## src/rtl/uart_bank_regs.sv

```systemverilog
module uart_bank_regs (
  input  logic        clk,
  input  logic        rst_n,
  input  logic        wr_en,
  input  logic        rd_en,
  input  logic [2:0]  addr,
  input  logic [7:0]  wdata,
  output logic [7:0]  rdata,
  input  logic [7:0]  rx_data,
  output logic        rx_pop,
  output logic        tx_load,
  output logic [7:0]  tx_data,
  input  logic [7:0]  iir_in,
  input  logic [7:0]  lsr_in,
  input  logic [7:0]  msr_in,
  output logic [1:0]  mode,
  output logic [7:0]  lcr_o,
  output logic [7:0]  ier_o,
  output logic [7:0]  fcr_o,
  output logic [7:0]  efr_o,
  output logic [7:0]  mcr_o,
  output logic [15:0] divisor_o,
  output logic [7:0]  tcr_o,
  output logic [7:0]  tlr_o,
  output logic [3:0]  data_bits,
  output logic        spec_char_en,
  output logic        clk_div4
);
  localparam logic [7:0] KEY_B    = 8'hBF;
  localparam logic [1:0] MODE_OP  = 2'd0;
  localparam logic [1:0] MODE_A   = 2'd1;
  localparam logic [1:0] MODE_B   = 2'd2;
  localparam int         ENH_BIT  = 4;
  localparam int         TRIG_BIT = 6;

  logic [7:0] lcr, ier, fcr, efr, mcr, dll, dlh, tcr, tlr, scr;
  logic       in_b, in_op, trig_on;

  assign in_b    = (lcr == KEY_B);
  assign in_op   = ~lcr[7];
  assign mode    = in_b ? MODE_B : (in_op ? MODE_OP : MODE_A);
  assign trig_on = mcr[TRIG_BIT] & efr[ENH_BIT];

  assign tx_load = wr_en & (addr == 3'd0) & in_op;
  assign tx_data = wdata;
  assign rx_pop  = rd_en & (addr == 3'd0) & in_op;

  always_ff @(posedge clk or negedge rst_n) begin
    if (!rst_n) begin
      lcr <= '0; ier <= '0; fcr <= '0; efr <= '0; mcr <= '0;
      dll <= '0; dlh <= '0; tcr <= '0; tlr <= '0; scr <= '0;
    end else if (wr_en) begin
      case (addr)
        3'd0: if (!in_op) dll <= wdata;
        3'd1: if (in_op) ier <= wdata; else dlh <= wdata;
        3'd2: if (in_b) efr <= wdata; else fcr <= wdata;
        3'd3: lcr <= wdata;
        3'd4: if (!in_b)
                mcr <= {(efr[ENH_BIT] ? wdata[7:6] : mcr[7:6]), wdata[5:0]};
        3'd6: if (trig_on) tcr <= wdata;
        3'd7: if (trig_on) tlr <= wdata; else scr <= wdata;
        default: ;
      endcase
    end
  end

  always_comb begin
    case (addr)
      3'd0:    rdata = in_op ? rx_data : dll;
      3'd1:    rdata = in_op ? ier : dlh;
      3'd2:    rdata = in_b ? efr : iir_in;
      3'd3:    rdata = lcr;
      3'd4:    rdata = in_b ? 8'h00 : mcr;
      3'd5:    rdata = lsr_in;
      3'd6:    rdata = trig_on ? tcr : msr_in;
      default: rdata = trig_on ? tlr : scr;
    endcase
  end

  assign lcr_o        = lcr;
  assign ier_o        = ier;
  assign fcr_o        = fcr;
  assign efr_o        = efr;
  assign mcr_o        = mcr;
  assign divisor_o    = {dlh, dll};
  assign tcr_o        = tcr;
  assign tlr_o        = tlr;
  assign data_bits    = 4'd5 + {2'b00, lcr[1:0]};
  assign spec_char_en = efr[5];
  assign clk_div4     = mcr[7];
endmodule

```

## config.mk

```make
export PLATFORM = sky130hd
export DESIGN_NAME = uart_bank_regs
export DESIGN_NICKNAME = d
export VERILOG_FILES = /design/src/rtl/uart_bank_regs.sv
export SDC_FILE = /design/constraint.sdc
export NUM_CORES = 1
export LEC_CHECK = 0
export CORE_ASPECT_RATIO = 0.75
export CORE_MARGIN = 1
export CORE_UTILIZATION = 49
export CTS_CLUSTER_SIZE = 20
export DETAILED_ROUTE_END_ITERATION = 8
export GPL_TIMING_DRIVEN = 0
export HOLD_SLACK_MARGIN = 0.15
export PLACE_DENSITY_LB_ADDON = 0.15
export SYNTH_ARGS = -nofsm -noshare
export SYNTH_HDL_FRONTEND = slang
export SYNTH_SLANG_ARGS = --single-unit
export TNS_END_PERCENT = 50
```

## constraint.sdc

```tcl
create_clock -name clk -period 3.1 [get_ports clk]
set_input_delay 0.62 -clock clk [delete_from_list [all_inputs] [get_ports clk]]
set_output_delay 0.62 -clock clk [all_outputs]
set_load 0.02 [all_outputs]
```

# Word-level counts from Yosys, hierarchy flattened
# Index checks and enable logic that the tools add are counted.
[op_classes] n_eq_ne=8 multipliers=0 muxes=9 div=0 shift=0 bitwise=8 n_addsub=1 magnitude_cmp=0 reduce_logical=12
[ops] cell="case mux 8 bit (7 select lines)" count=1
[ops] cell="two-way mux 8 bit" count=6
[ops] cell="AND reduction 3 bit" count=9
[ops] cell="equality test 3 bit, second input constant" count=4
[ops] cell="equality test 8 bit, second input constant" count=1
[ops] cell="equality test 3 x 2 -> 1 bit, second input constant" count=2
[ops] cell="bitwise AND 1 bit" count=5
[ops] cell="adder 3 x 2 -> 4 bit, first input constant" count=1
[ops] cell="AND reduction 4 bit" count=1
[ops] cell="equality test 3 x 1 -> 1 bit, second input constant" count=1
[ops] cell="zero test 3 bit" count=1
[ops] cell="NOT 1 bit" count=3
[ops] cell="two-way mux 2 bit" count=1
[ops] cell="AND reduction 2 bit" count=1
[ops] cell="two-way mux 1 bit" count=1
[word_totals] ff_bits=80 mem_count=0 mem_bits_rw=0 out_inout_bits=98 inputBits=47 mem_bits_ro=0 latch_bits=0

# Depth between registers and ports, before layout
[depth] ltp_word=3 depth_mapped=7 mapped_depth_nobuf=4

# Least setup slack after synthesis
# OpenSTA, ideal clock, no wires.
[synth_path] path_kind="reg-to-output" from="reg lcr[7] (netlist: lcr_o[7])" to="out rdata[2]" path_buffers=2 arrival_time_ns=1.935 stages_incl_launch_ff=7 path_slack_ns=0.545 required_time_ns=2.480 path_cell_list="dfrtp_1 buf_2 buf_2 mux2i_1 o22ai_1 a2111oi_0 o221ai_1"
[synth_via] elab_chain_len=3 elab_cells_between_ends=6 classes_between="1 x eq/ne; 5 x mux"
[synth_lines] item="start: declaration" line="36" source="logic [7:0] lcr, ier, fcr, efr, mcr, dll, dlh, tcr, tlr, scr;"
[synth_lines] item="start signal: assignment" line="57" source="3'd3: lcr <= wdata;"
[synth_lines] item="equality test 8 bit" line="39" source="assign in_b = (lcr == KEY_B);"
[synth_lines] item="two-way mux 8 bit (on tied branches)" line="73, 71"
[synth_lines] item="case mux 8 bit (7 select lines) *" line="68" source="case (addr)"
[synth_lines] item="end: declaration" line="8" source="output logic [7:0] rdata,"
# Every way passes the cells marked *; elsewhere a longest branch is shown, timed or not.

# Final worst setup path
[layout_path] from="in addr[0]" to="out rdata[7]"
[layout_via] elab_chain_len=2 elab_cells_between_ends=8 classes_between="6 x eq/ne; 1 x mux; 1 x reduce/logical"
[layout_lines] item="start: declaration" line="6" source="input logic [2:0] addr,"
[layout_lines] item="equality test 3 bit, or another cell as far along" line="68"
[layout_lines] item="case mux 8 bit (7 select lines) *" line="68"
# Marked as above.

==> results.md <==
- The arrival time at the worst endpoint is around 2.5 ns.
- For the final database, setup skew stands at between 0.006 and 0.007 ns.
- After layout, the design draws a total of 3.963 mW.
- STA classifies the critical path endpoint as a primary output.
- The count of antenna-violating nets left after detailed routing is 0.
- The max-slew violation count is 0.
- In this run the horizontal extent of the chip is 110.1 microns.
- The total cell area at the placement stage is between 5000 and 6000 sq um.
- The total standard cell area after synthesis is 4290 sq um.
- Setup repair after global routing could not meet its margin everywhere.
- The tightest min-delay check is of the input port to async pin type.
- In the synthesized netlist the dominant register cell turns out to be sky130_fd_sc_hd__dfrtp_1.
- The H-tree generated during clock tree synthesis spans 3 levels.
- The master cell of the clock root buffer is sky130_fd_sc_hd__clkbuf_16.
- The CTS buffer count is 9.
- The post-route clock period utilization is 0.9972.
- The remaining global-route overflow is 0.
- met2 is the most crowded layer.
- The DRC violation count after routing is 0.
- Leaving out fill and tap cells, the most frequent cells in the layout are sky130_fd_sc_hd__clkdlybuf4s50_1, sky130_fd_sc_hd__mux2_2, sky130_fd_sc_hd__dfrtp_1.
- The required time reported for the critical path endpoint is around 2.5 ns.
- The insertion delay to the later sink of the worst-skew pair is 0.34 ns.
- Of the synthesized area, sequential elements account for 0.4666.
- Measured against its own limit, the worst slew margin works out to 0.4023.
- Of all flip-flops after synthesis, the portion carrying an async set or reset was 1.000.
- The number of antenna violations at the first check in global routing is 0.
- The reported max-cap violation count is 0.
- The global routing usage on met3 is 0.07692.
- approximately 150 I/O pins were placed.
- The most common cell after layout, fill and taps aside is sky130_fd_sc_hd__clkdlybuf4s50_1.
- The setup-violating endpoint count in the final report is 0.
- The slew at the pin closest to its max-slew limit is 0.8917 ns.
- Synthesis produced 346 cells.
- Compared with the post-synthesis result, the final layout area differs by 46.89%.
- The clock period minus final worst setup slack is 3.091 ns.
- The total of fill cells in the finished design is 586.
- The routed design has 13150 microns of wire.
- For met1 alone, demand over resource in global routing was 0.4161.
- The die area is 9138 sq um.
- The element type at the critical path start is an input port.
- Summing all non-filler instances in the final layout gives an area of 6302 sq um.
- The largest net degree at the start of global routing is between 50 and 60.
- After legalization and detailed placement, the total HPWL measured 9176 microns.
- The first-pass GRT wire length is 20100 microns.
- The CTS tree is yes.
- The register bit count reported by yosys is 80.
- For this run, the post-layout net count is 540.
- The run finished with clean final reports.
- VDD sags by at most 0.0004447 V.
- The top fanout value on the critical path is 7.
- In this run the mean area of a mapped cell was roughly 12 sq um.
- The number of hold violations in the final report is 0.
- Counting along the longest clock path gives a buffer depth of 2.
- The aggregate global-route resource usage is 0.2996.
- The placer's final routability congestion estimate is 0.9265.
- The analysis attributes to cell leakage a power of about 2.7 nW.
- The number of buffer cells added on primary ports is 133.
- Once placement completed, the tool counted placed cells totaling 588.
- Yosys mapped the design onto 44 distinct sky130hd cell types.
- The detailed-router iteration count before antenna repair is 5.
- The final cell count without fillers is 605.
- The number of design-rule violations left by the first detailed-router iteration is 149.
- For this run, the number of Yosys warnings is 0.
- The average routed wire per standard cell is 21.73 microns.
- Clock-pin slew was measured on the worst setup and hold paths at 0.06 ns.
- The standard-cell row count is 29.
- The routed layout has 3556 vias.
- The ratio of cells with drive above 1 in the final layout is 0.3501.
- In the routed layout, each cell is associated on average with a via count of 5.878.
- The number of enable-type register cells in the synthesized netlist is 0.
- Summed over all failing endpoints, the final setup total negative slack is 0 ns.
- Dividing total power by cell area gives a power density of 628.8 nW/um^2.
- Clock tree synthesis found a total of 80 sinks.
- The number of antenna diodes is 0.
- The hold-fix buffer count after cts is 0.
- The critical path in this run is classified as input port to primary output.
- The via count of the first global-routing pass is 3615.
- From bottom edge to top edge, the die measures 83.04 microns.
- The final core utilization is 0.7423.
- For this run, global-route usage on met2 was measured as 0.4483.
- For this configuration, the core starts out at a cell density of 0.5053.
- The number of nets produced by synthesis is 394.
- The core region area is about 8500 sq um.
- The achievable frequency is 323.5 MHz.
==> final cells by class <==
| cell class | count | area [sq um] | area share |
|---|---|---|---|
| clock inverters | 6 | 116.4 | 0.01846 |
| clock buffers | 10 | 229.0 | 0.03633 |
| well taps | 108 | 135.1 | 0.02144 |
| inverters | 2 | 7.507 | 0.001191 |
| plain buffers | 38 | 234.0 | 0.03713 |
| multi-input cells | 224 | 2205 | 0.3498 |
| repair buffers | 137 | 1373 | 0.2178 |
| flip-flops and latches | 80 | 2003 | 0.3178 |
==> cell families (layout without fill, tap and decap cells) <==
family | count (synthesis) | after routing | synth area share
flip-flops | 80 | 80 | 0.4666
adder cells (fa/ha/maj) | 1 | 1 | 0.002916
buffers and inverters | 42 | 193 | 0.05191
AND/OR/NAND/NOR | 62 | 62 | 0.09682
multiplexers | 112 | 112 | 0.2922
AO/OA/AOI/OAI | 49 | 49 | 0.08953
==> critical path: stages <==
cell                              delay, ns
sky130_fd_sc_hd__dlygate4sd2_1         0.31
sky130_fd_sc_hd__or3b_4                0.43
sky130_fd_sc_hd__a41oi_4               0.18
sky130_fd_sc_hd__buf_4                 0.18
sky130_fd_sc_hd__buf_12                0.12
sky130_fd_sc_hd__o2bb2ai_1             0.18
sky130_fd_sc_hd__a221o_1               0.18
sky130_fd_sc_hd__clkdlybuf4s15_2       0.26
==> path summary, 6_finish.rpt <==
check | cells past startpoint | start | end | slack (ns)
max in group asynchronous | 2 | rst_n | efr_o[4]$_DFFE_PN0P_ | 2.31
min in group clk | 1 | scr[3]$_DFFE_PN0P_ | scr[3]$_DFFE_PN0P_ | 0.50
worst min register to register | 1 | scr[3]$_DFFE_PN0P_ | scr[3]$_DFFE_PN0P_ | 0.50
worst min-delay path | 1 | rst_n | efr_o[2]$_DFFE_PN0P_ | 0.21
worst max-delay path | 8 | addr[0] | rdata[7] | 0.009
worst max register to register | 5 | lcr_o[6]$_DFFE_PN0P_ | fcr_o[1]$_DFFE_PN0P_ | 1.09
==> routing by layer <==
layer / vias to the layer above / part of all wire
li1: 1562 / -
met3: 30 / 0.086
met1: 1776 / 0.43
met5: - / 0
met2: 188 / 0.46
met4: 0 / 0.024
==> cell usage after synthesis, types with 2 or more instances <==
cell type | number | area (sq um)
sky130_fd_sc_hd__mux2_2 | 79 | 889.6
sky130_fd_sc_hd__nand4b_1 | 2 | 17.52
sky130_fd_sc_hd__o211ai_1 | 7 | 52.55
sky130_fd_sc_hd__a21bo_2 | 6 | 60.06
sky130_fd_sc_hd__mux2_1 | 3 | 33.78
sky130_fd_sc_hd__buf_1 | 8 | 30.03
sky130_fd_sc_hd__buf_2 | 13 | 65.06
sky130_fd_sc_hd__buf_4 | 13 | 97.59
sky130_fd_sc_hd__clkbuf_1 | 6 | 22.52
sky130_fd_sc_hd__nand3_1 | 9 | 45.04
sky130_fd_sc_hd__o22ai_1 | 7 | 43.79
sky130_fd_sc_hd__a21boi_0 | 6 | 45.04
sky130_fd_sc_hd__o21ai_0 | 3 | 15.01
sky130_fd_sc_hd__and3_1 | 5 | 31.28
sky130_fd_sc_hd__nand2b_1 | 2 | 12.51
sky130_fd_sc_hd__inv_1 | 2 | 7.510
sky130_fd_sc_hd__mux2i_1 | 24 | 240.2
sky130_fd_sc_hd__nand2_1 | 11 | 41.29
sky130_fd_sc_hd__dfrtp_1 | 80 | 2002
sky130_fd_sc_hd__nor2b_1 | 2 | 12.51
sky130_fd_sc_hd__a21oi_1 | 7 | 35.03
sky130_fd_sc_hd__mux2_4 | 6 | 90.09
sky130_fd_sc_hd__nand3b_1 | 12 | 90.09
sky130_fd_sc_hd__nor3_2 | 2 | 20.02
sky130_fd_sc_hd__nor2_1 | 6 | 22.52
sky130_fd_sc_hd__a2111oi_0 | 7 | 61.31
==> registers in the layout, summed over array words and instances (netlist names) <==
register,count
ier_o,8
fcr_o,8
tlr_o,8
mcr_o,8
dlh,8
scr,8
tcr_o,8
lcr_o,8
efr_o,8
dll,8
==> metrics by stage <==
| step | setup WS, ns | hold WS, ns |
|---|---|---|
| floorplan | 0.5448 | 0.3244 |
| global placement | -1.454 | 0.4811 |
| detailed placement | -0.8979 | 0.4874 |
| CTS | 0.01471 | 0.2229 |
| global route | -0.02538 | 0.2414 |
| finish | 0.008563 | 0.2058 |
==> power breakdown <==
group          internal (mW)  switching, mW  total [mW]
registers               1.24          0.166        1.40
clock network          0.793          0.444        1.24
logic                  0.696          0.625        1.32
==> timing repair <==
| item | 4_1_cts | 5_1_grt |
|---|---|---|
| gates resized for setup | 51 | 10 |
| gates cloned | 0 | 0 |
| hold endpoints to repair | 0 | 0 |
| pin swaps | 0 | 1 |
| setup endpoints to repair | 10 | 7 |
| buffers inserted | 3 | 0 |
Power figures use the tool's default switching activity.
